File: config.mk
export PLATFORM = sky130hd
export DESIGN_NAME = ser_ctl_port
export DESIGN_NICKNAME = d
export VERILOG_FILES = /design/src/rtl/ser_pkg.sv /design/src/rtl/ser_sync.sv /design/src/rtl/ser_frame.sv /design/src/rtl/ser_cmd.sv /design/src/rtl/ser_readout.sv /design/src/rtl/ser_ctl_port.sv
export SDC_FILE = /design/constraint.sdc
export NUM_CORES = 1
export LEC_CHECK = 0
export BUFFER_PORTS_ARGS = -buffer_cell sky130_fd_sc_hd__buf_4
export CAP_MARGIN = 20
export CORE_ASPECT_RATIO = 1.25
export CORE_MARGIN = 1
export CORE_UTILIZATION = 40
export CTS_BUF_LIST = sky130_fd_sc_hd__clkbuf_8
export DETAILED_ROUTE_END_ITERATION = 10
export PLACE_DENSITY = 0.69
export SLEW_MARGIN = 10
export SYNTH_ARGS = -nofsm -noshare
export SYNTH_HDL_FRONTEND = slang
export SYNTH_HIERARCHICAL = 1
export SYNTH_SLANG_ARGS = --single-unit
File: constraint.sdc
create_clock -name clk -period 2.6 [get_ports clk]
set_input_delay 0.26 -clock clk [delete_from_list [all_inputs] [get_ports clk]]
set_output_delay 0.26 -clock clk [all_outputs]
set_load 0.005 [all_outputs]
File: src/rtl/ser_pkg.sv
package ser_pkg;
  localparam int ADDR_W = 8;
  localparam int CMD_W  = 8;

  localparam logic [ADDR_W-1:0] F0_WR = 8'hF7;
  localparam logic [ADDR_W-1:0] F0_CS = 8'hF8;
  localparam logic [ADDR_W-1:0] F0_SQ = 8'hF9;
  localparam logic [ADDR_W-1:0] F1_WR = 8'hEA;
  localparam logic [ADDR_W-1:0] F1_CS = 8'hE9;
  localparam logic [ADDR_W-1:0] F1_SQ = 8'hE8;

  localparam logic [CMD_W-1:0] CMD_KEEP = 8'b0111_1110;
  localparam int BIT_STOP = 1;
  localparam int BIT_INSEL = 2;
  localparam int BIT_SSEL_HI = 3;
  localparam int BIT_SSEL_LO = 4;
  localparam int BIT_FMT_HI = 5;
  localparam int BIT_FMT_LO = 6;

  typedef enum logic [1:0] {ACC_NONE, ACC_WR, ACC_CS, ACC_SQ} acc_e;

  function automatic acc_e addr_decode(input logic mode, input logic [ADDR_W-1:0] a);
    acc_e r;
    r = ACC_NONE;
    if (!mode) begin
      if (a == F0_WR) r = ACC_WR;
      else if (a == F0_CS) r = ACC_CS;
      else if (a == F0_SQ) r = ACC_SQ;
    end else begin
      if (a == F1_WR) r = ACC_WR;
      else if (a == F1_CS) r = ACC_CS;
      else if (a == F1_SQ) r = ACC_SQ;
    end
    return r;
  endfunction
endpackage

File: src/rtl/ser_sync.sv
module ser_sync #(
  parameter int WIDTH  = 3,
  parameter int STAGES = 2
) (
  input  logic             clk,
  input  logic             rst_n,
  input  logic [WIDTH-1:0] d,
  output logic [WIDTH-1:0] q,
  output logic [WIDTH-1:0] rise,
  output logic [WIDTH-1:0] fall
);
  logic [STAGES:0][WIDTH-1:0] stg_q;
  logic [STAGES:0][WIDTH-1:0] stg_n;

  always_comb begin
    stg_n = {stg_q[STAGES-1:0], d};
  end

  always_ff @(posedge clk or negedge rst_n) begin
    if (!rst_n) stg_q <= '0;
    else        stg_q <= stg_n;
  end

  assign q    = stg_q[STAGES-1];
  assign rise = stg_q[STAGES-1] & ~stg_q[STAGES];
  assign fall = ~stg_q[STAGES-1] & stg_q[STAGES];
endmodule

File: src/rtl/ser_frame.sv
module ser_frame
  import ser_pkg::*;
(
  input  logic             clk,
  input  logic             rst_n,
  input  logic             mode,
  input  logic             cs_s,
  input  logic             cs_fall,
  input  logic             sclk_rise,
  input  logic             sdi_s,
  output logic             rd_start,
  output acc_e             rd_kind,
  output logic             cmd_we,
  output logic [CMD_W-1:0] cmd_data
);
  localparam int CNT_MAX = ADDR_W + CMD_W;
  localparam int CW = $clog2(CNT_MAX + 1);

  logic [CW-1:0]     cnt_q, cnt_n;
  logic [ADDR_W-1:0] addr_q, addr_n;
  logic [CMD_W-1:0]  wd_q, wd_n;
  logic              wr_q, wr_n;
  logic [ADDR_W-1:0] addr_full;
  logic              addr_last;
  acc_e              dec;

  assign addr_full = {sdi_s, addr_q[ADDR_W-1:1]};
  assign dec       = addr_decode(mode, addr_full);
  assign addr_last = cs_s & sclk_rise & (cnt_q == CW'(ADDR_W - 1));

  always_comb begin
    cnt_n  = cnt_q;
    addr_n = addr_q;
    wd_n   = wd_q;
    wr_n   = wr_q;
    if (!cs_s) begin
      cnt_n = '0;
      wr_n  = 1'b0;
    end else if (sclk_rise) begin
      if (cnt_q < CW'(ADDR_W))       addr_n = addr_full;
      else if (cnt_q < CW'(CNT_MAX)) wd_n = {sdi_s, wd_q[CMD_W-1:1]};
      if (cnt_q != CW'(CNT_MAX))     cnt_n = cnt_q + 1'b1;
      if (addr_last && dec == ACC_WR) wr_n = 1'b1;
    end
  end

  always_ff @(posedge clk or negedge rst_n) begin
    if (!rst_n) begin
      cnt_q  <= '0;
      addr_q <= '0;
      wd_q   <= '0;
      wr_q   <= 1'b0;
    end else begin
      cnt_q  <= cnt_n;
      addr_q <= addr_n;
      wd_q   <= wd_n;
      wr_q   <= wr_n;
    end
  end

  assign rd_start = addr_last & (dec == ACC_CS || dec == ACC_SQ);
  assign rd_kind  = dec;
  assign cmd_we   = cs_fall & wr_q & (cnt_q == CW'(CNT_MAX));
  assign cmd_data = wd_q;

  assert_load_on_deassert_R4: assert property (@(posedge clk) disable iff (!rst_n)
    cmd_we |-> (!cs_s && $past(cs_s)));
  assert_read_not_load_R3: assert property (@(posedge clk) disable iff (!rst_n)
    rd_start |-> !cmd_we);
endmodule

File: src/rtl/ser_cmd.sv
module ser_cmd
  import ser_pkg::*;
(
  input  logic             clk,
  input  logic             rst_n,
  input  logic             cmd_we,
  input  logic [CMD_W-1:0] cmd_data,
  input  logic             emph_bit,
  input  logic             valid_bit,
  input  logic             raw_in1,
  input  logic             raw_in2,
  output logic             sys_stop,
  output logic             in_sel,
  output logic [1:0]       stat_sel,
  output logic [1:0]       out_fmt,
  output logic             stat_out
);
  logic [CMD_W-1:0] cmd_q, cmd_n;
  logic [3:0]       src;

  always_comb begin
    cmd_n = cmd_q;
    if (cmd_we) cmd_n = cmd_data & CMD_KEEP;
  end

  always_ff @(posedge clk or negedge rst_n) begin
    if (!rst_n) cmd_q <= '0;
    else        cmd_q <= cmd_n;
  end

  assign sys_stop = cmd_q[BIT_STOP];
  assign in_sel   = cmd_q[BIT_INSEL];
  assign stat_sel = {cmd_q[BIT_SSEL_HI], cmd_q[BIT_SSEL_LO]};
  assign out_fmt  = {cmd_q[BIT_FMT_HI], cmd_q[BIT_FMT_LO]};
  assign src      = {raw_in2, raw_in1, valid_bit, emph_bit};
  assign stat_out = src[stat_sel];

  assert_cmd_hold_R4: assert property (@(posedge clk) disable iff (!rst_n)
    !cmd_we |=> $stable(cmd_q));
endmodule

File: src/rtl/ser_readout.sv
module ser_readout
  import ser_pkg::*;
#(
  parameter int CS_BITS = 32,
  parameter int SQ_BITS = 80
) (
  input  logic               clk,
  input  logic               rst_n,
  input  logic               mode,
  input  logic               cs_s,
  input  logic               sclk_fall,
  input  logic               rd_start,
  input  acc_e               rd_kind,
  input  logic [CS_BITS-1:0] cs_word,
  input  logic [SQ_BITS-1:0] sq_word,
  input  logic               sq_flag,
  input  logic               lock_err,
  output logic               sdo,
  output logic               sdo_oe,
  output logic               sdo_pull
);
  logic [SQ_BITS-1:0] sr_q, sr_n;
  logic pend_q, pend_n, fval_q, fval_n, act_q, act_n;
  logic drv_q, drv_n, dq_q, dq_n, iscs_q, iscs_n, md_q, md_n;

  always_comb begin
    sr_n = sr_q; pend_n = pend_q; fval_n = fval_q; act_n = act_q;
    drv_n = drv_q; dq_n = dq_q; iscs_n = iscs_q; md_n = md_q;
    if (!cs_s) begin
      act_n = 1'b0; drv_n = 1'b0; pend_n = 1'b0;
      iscs_n = 1'b0; sr_n = '0; dq_n = 1'b0;
    end else if (rd_start) begin
      act_n  = 1'b1;
      drv_n  = 1'b0;
      md_n   = mode;
      iscs_n = (rd_kind == ACC_CS);
      if (rd_kind == ACC_CS) begin
        sr_n   = SQ_BITS'(cs_word);
        pend_n = mode;
        fval_n = 1'b1;
      end else begin
        sr_n   = sq_word;
        pend_n = 1'b1;
        fval_n = sq_flag;
      end
    end else if (act_q && sclk_fall) begin
      drv_n = 1'b1;
      if (pend_q) begin
        dq_n   = fval_q;
        pend_n = 1'b0;
      end else begin
        dq_n = sr_q[0];
        sr_n = {1'b0, sr_q[SQ_BITS-1:1]};
      end
    end
    if (iscs_n && lock_err) sr_n = '0;
  end

  always_ff @(posedge clk or negedge rst_n) begin
    if (!rst_n) begin
      sr_q <= '0; pend_q <= 1'b0; fval_q <= 1'b0; act_q <= 1'b0;
      drv_q <= 1'b0; dq_q <= 1'b0; iscs_q <= 1'b0; md_q <= 1'b0;
    end else begin
      sr_q <= sr_n; pend_q <= pend_n; fval_q <= fval_n; act_q <= act_n;
      drv_q <= drv_n; dq_q <= dq_n; iscs_q <= iscs_n; md_q <= md_n;
    end
  end

  assign sdo      = dq_q;
  assign sdo_oe   = drv_q & md_q;
  assign sdo_pull = drv_q & ~md_q & ~dq_q;

  assert_idle_undriven_R10: assert property (@(posedge clk) disable iff (!rst_n)
    !cs_s |=> (!sdo_oe && !sdo_pull));
  assert_flag_first_R7: assert property (@(posedge clk) disable iff (!rst_n)
    (rd_start && rd_kind == ACC_CS && mode) |=> (pend_q && fval_q));
  assert_lock_clears_R9: assert property (@(posedge clk) disable iff (!rst_n)
    (iscs_q && lock_err) |=> (sr_q == '0));
endmodule

File: src/rtl/ser_ctl_port.sv
module ser_ctl_port
  import ser_pkg::*;
#(
  parameter int CS_BITS     = 32,
  parameter int SQ_BITS     = 80,
  parameter int SYNC_STAGES = 2
) (
  input  logic               clk,
  input  logic               rst_n,
  input  logic               mode,
  input  logic               ser_clk,
  input  logic               ser_cs,
  input  logic               ser_din,
  output logic               ser_dout,
  output logic               ser_dout_oe,
  output logic               ser_dout_pull,
  input  logic [CS_BITS-1:0] cs_word,
  input  logic [SQ_BITS-1:0] sq_word,
  input  logic               sq_crc_ok,
  input  logic               lock_err,
  input  logic               emph_bit,
  input  logic               valid_bit,
  input  logic               raw_in1,
  input  logic               raw_in2,
  output logic               sys_stop,
  output logic               in_sel,
  output logic [1:0]         stat_sel,
  output logic [1:0]         out_fmt,
  output logic               stat_out
);
  logic [2:0] s_q, s_rise, s_fall;
  logic rd_start, cmd_we;
  acc_e rd_kind;
  logic [CMD_W-1:0] cmd_data;

  ser_sync #(.WIDTH(3), .STAGES(SYNC_STAGES)) u_sync (
    .clk(clk), .rst_n(rst_n), .d({ser_din, ser_cs, ser_clk}),
    .q(s_q), .rise(s_rise), .fall(s_fall));

  ser_frame u_frame (
    .clk(clk), .rst_n(rst_n), .mode(mode), .cs_s(s_q[1]), .cs_fall(s_fall[1]),
    .sclk_rise(s_rise[0]), .sdi_s(s_q[2]), .rd_start(rd_start), .rd_kind(rd_kind),
    .cmd_we(cmd_we), .cmd_data(cmd_data));

  ser_cmd u_cmd (
    .clk(clk), .rst_n(rst_n), .cmd_we(cmd_we), .cmd_data(cmd_data),
    .emph_bit(emph_bit), .valid_bit(valid_bit), .raw_in1(raw_in1), .raw_in2(raw_in2),
    .sys_stop(sys_stop), .in_sel(in_sel), .stat_sel(stat_sel), .out_fmt(out_fmt),
    .stat_out(stat_out));

  ser_readout #(.CS_BITS(CS_BITS), .SQ_BITS(SQ_BITS)) u_rd (
    .clk(clk), .rst_n(rst_n), .mode(mode), .cs_s(s_q[1]), .sclk_fall(s_fall[0]),
    .rd_start(rd_start), .rd_kind(rd_kind), .cs_word(cs_word), .sq_word(sq_word),
    .sq_flag(sq_crc_ok), .lock_err(lock_err), .sdo(ser_dout), .sdo_oe(ser_dout_oe),
    .sdo_pull(ser_dout_pull));
endmodule

==> results.py <==
metrics = {
    "run_status": {
        "status": "finished clean",
    },
    "setup_path": {
        "worstSetupEndpointType": "flop",
        "r2r_cells": 10,
        "cp.arrival_ns": 2.76,
        "critical_path_class": "reg2reg",
        "worstSetupStartpointType": "flop",
        "worst-path-max-fanout": 41,
        "cp_data_required_time_ns": 2.90,
    },
    "logic_synthesis": {
        "synth_fp_nets": 657,
        "synthCells": 531,
        "avgSynthCellArea_um2": 10.78,
        "synth.cell_area_mm2": 0.005723,
        "synth_warnings": 6,
    },
    "timing": {
        "hold_viol": 0,
        "skew_ns": 0.009788,
        "fin_crit_share": 0.9443,
        "slew-limit-headroom": 0.6301,
        "tightestPinTransition_ns": 0.5528,
        "finalCriticalPeriod_ns": 2.455,
        "final_max_slew_viol_count": 0,
        "timing.final.setup_violations": 0,
        "achievable-frequency_mhz": 407.3,
    },
    "pwr": {
        "static-leakage-power_nw": 3.501,
        "power.total_mw": 4.607,
        "power.density_cell_area_mw_per_mm2": 615.5,
        "peakVddDrop_mv": 0.3953,
    },
    "clock_network": {
        "cts-htree-levels": 4,
        "numClockSinks": 121,
        "clk_pin_slew_ns": 0.07,
        "clkLatencyLatePin_ns": 0.43,
        "cts_root_buffer": "sky130_fd_sc_hd__clkbuf_8",
        "cts.path.max_buffers": 2,
        "clock_buffer_count_from_cts": 17,
        "cts_tree": "built",
    },
    "floorplanning": {
        "num_rows": 48,
        "die-height_um": 135.7,
        "die_width_um": 109.0,
        "die_area_mm2": 0.01479,
        "coreArea_mm2": 0.01387,
        "initial_utilization": 0.4125,
        "io-pin-count": 134,
    },
    "finish": {
        "areaGrowthSynthToFinish_pct": 30.80,
        "fill_cells": 1216,
        "antenna-diode-count": 0,
        "stdcell_area_mm2": 0.007486,
        "layout-drive-gt1-share": 0.3458,
        "finalNonFillerCells": 843,
        "final_nets": 781,
        "multi_input_area_mm2": 0.002306,
        "storage_cell_area_mm2": 0.003028,
    },
    "detailed_routing": {
        "ant_nets": 0,
        "drt-vias-per-instance": 5.843,
        "drt-pass1-iter-count": 10,
        "dr.first_iter.drc_count": 495,
        "routedWlPerCell_um": 17.20,
        "num_vias": 4926,
        "drcViolationCount": 0,
        "drt_wl_total_mm": 14.50,
    },
    "place": {
        "place_congestion": 0.8110,
        "dp_hpwl_mm": 9.787,
        "post-place-cells": 806,
        "place.port_buffers": 133,
        "placedInstanceArea_mm2": 0.006919,
    },
    "global_routing": {
        "grt_antenna_before_repair": 0,
        "grt_max_degree": 64,
        "grt_overflow": 0,
        "grt_pass1_vias": 4806,
        "grtUsageTotal": 0.2046,
        "grt_pass1_wl_mm": 23.60,
    },
    "worst_hold_path": {
        "hold-path-cell-count": 3,
        "worst_hold_path_type": "in2reg",
    },
    "flow_run": {
        "drv_cap": 0,
    },
}
==> layer usage <==
layer  GRT usage  wire (um)  part of all wire
met3     0.06734       1124             0.078
met1      0.2580       5827              0.40
met5           0          0                 0
met2      0.3239       7183              0.50
met4     0.07733        365             0.025
==> state kept, by name, summed over array words and instances, names as in the netlist <==
signal / flops
u_rd/sdo: 1
u_rd/md_q: 1
u_frame/cnt_q: 5
u_rd/act_q: 1
u_rd/sr_q: 80
u_sync/stg_n: 3
u_cmd/cmd_q: 6
u_frame/wr_q: 1
u_frame/addr_q: 7
u_frame/cmd_data: 7
u_sync/stg_q: 2
u_rd/fval_q: 1
u_rd/drv_q: 1
u_sync/q: 3
u_rd/iscs_q: 1
u_rd/pend_q: 1
==> worst max-delay path, cell delays in order (launching register included) <==
cell and delay, ns:
sky130_fd_sc_hd__dfrtp_1 0.39, sky130_fd_sc_hd__inv_1 0.11, sky130_fd_sc_hd__nand2_1 0.10, sky130_fd_sc_hd__nor4_4 0.34, sky130_fd_sc_hd__and4_4 0.31, sky130_fd_sc_hd__buf_12 0.21
sky130_fd_sc_hd__nor2b_1 0.09, sky130_fd_sc_hd__and2_4 0.21, sky130_fd_sc_hd__buf_12 0.19, sky130_fd_sc_hd__a221oi_1 0.29, sky130_fd_sc_hd__a211oi_1 0.08
==> power breakdown <==
part	leakage, nW	internal, mW	switching, mW
combinational	1.66	0.269	0.244
clock	0.245	1.31	0.736
sequential	1.60	1.98	0.0645
total	3.50	3.56	1.04
==> final timing paths <==
kind | startpoint | end | slack (ns)
max | u_frame/addr_q[3] | u_rd/sr_q[3] | 0.14
min | sq_word[79] | u_rd/sr_q[79] | 0.04
max reg2reg | u_frame/addr_q[3] | u_rd/sr_q[3] | 0.14
min reg2reg | u_sync/stg_n[3] | u_sync/q[0] | 0.35
max in group asynchronous | rst_n | u_rd/sr_q[7] | 1.55
min in group asynchronous | rst_n | u_rd/sr_q[68] | 0.37
==> area by class of cell <==
| type | count | share of cell area |
|---|---|---|
| clock buffer | 20 | 0.03677 |
| clock inverter | 12 | 0.02925 |
| tap | 175 | 0.02925 |
| multi-input combinational | 320 | 0.3080 |
| sequential | 121 | 0.4045 |
| timing repair buffer | 159 | 0.1742 |
| inverter | 36 | 0.01805 |
==> timing repair <==
| action | in CTS | in global routing |
|---|---|---|
| endpoints found under the setup margin | 0 | 58 |
| hold buffers | 4 | 0 |
| gates resized for setup | 0 | 5 |
| endpoints found under the hold margin | 43 | 0 |
| buffers inserted | 0 | 1 |
==> metrics by stage <==
stage / worst slack [ns] / util / hold slack [ns] / TNS [ns]
global placement: 0.1998 / 0.4987 / 0.2817 / 0
detailed placement: 0.08120 / 0.4987 / 0.2912 / 0
floorplan: 0.2540 / - / -0.03559 / 0
CTS: 0.07846 / 0.5372 / 0.001498 / 0
global route: -0.001264 / 0.5396 / 0.01313 / -0.001264
finish: 0.1447 / 0.5396 / 0.04130 / 0
==> layout by cell type, fill, tap and decap left out, types with 3 or more instances in the layout <==
cell type                       count
sky130_fd_sc_hd__buf_4            147
sky130_fd_sc_hd__dfrtp_1          121
sky130_fd_sc_hd__nor2_1            52
sky130_fd_sc_hd__a222oi_1          47
sky130_fd_sc_hd__nand2_1           46
sky130_fd_sc_hd__inv_1             36
sky130_fd_sc_hd__o22ai_1           33
sky130_fd_sc_hd__a221oi_1          31
sky130_fd_sc_hd__a211oi_1          31
sky130_fd_sc_hd__clkbuf_8          20
sky130_fd_sc_hd__mux2_2            20
sky130_fd_sc_hd__buf_12             8
sky130_fd_sc_hd__bufinv_16          6
sky130_fd_sc_hd__xnor2_1            5
sky130_fd_sc_hd__dlygate4sd3_1      4
sky130_fd_sc_hd__nand3_1            4
sky130_fd_sc_hd__and2_2             4
sky130_fd_sc_hd__clkinv_2           3
sky130_fd_sc_hd__nand2b_1           3
sky130_fd_sc_hd__and2b_2            3
Power figures use the tool's default switching activity.
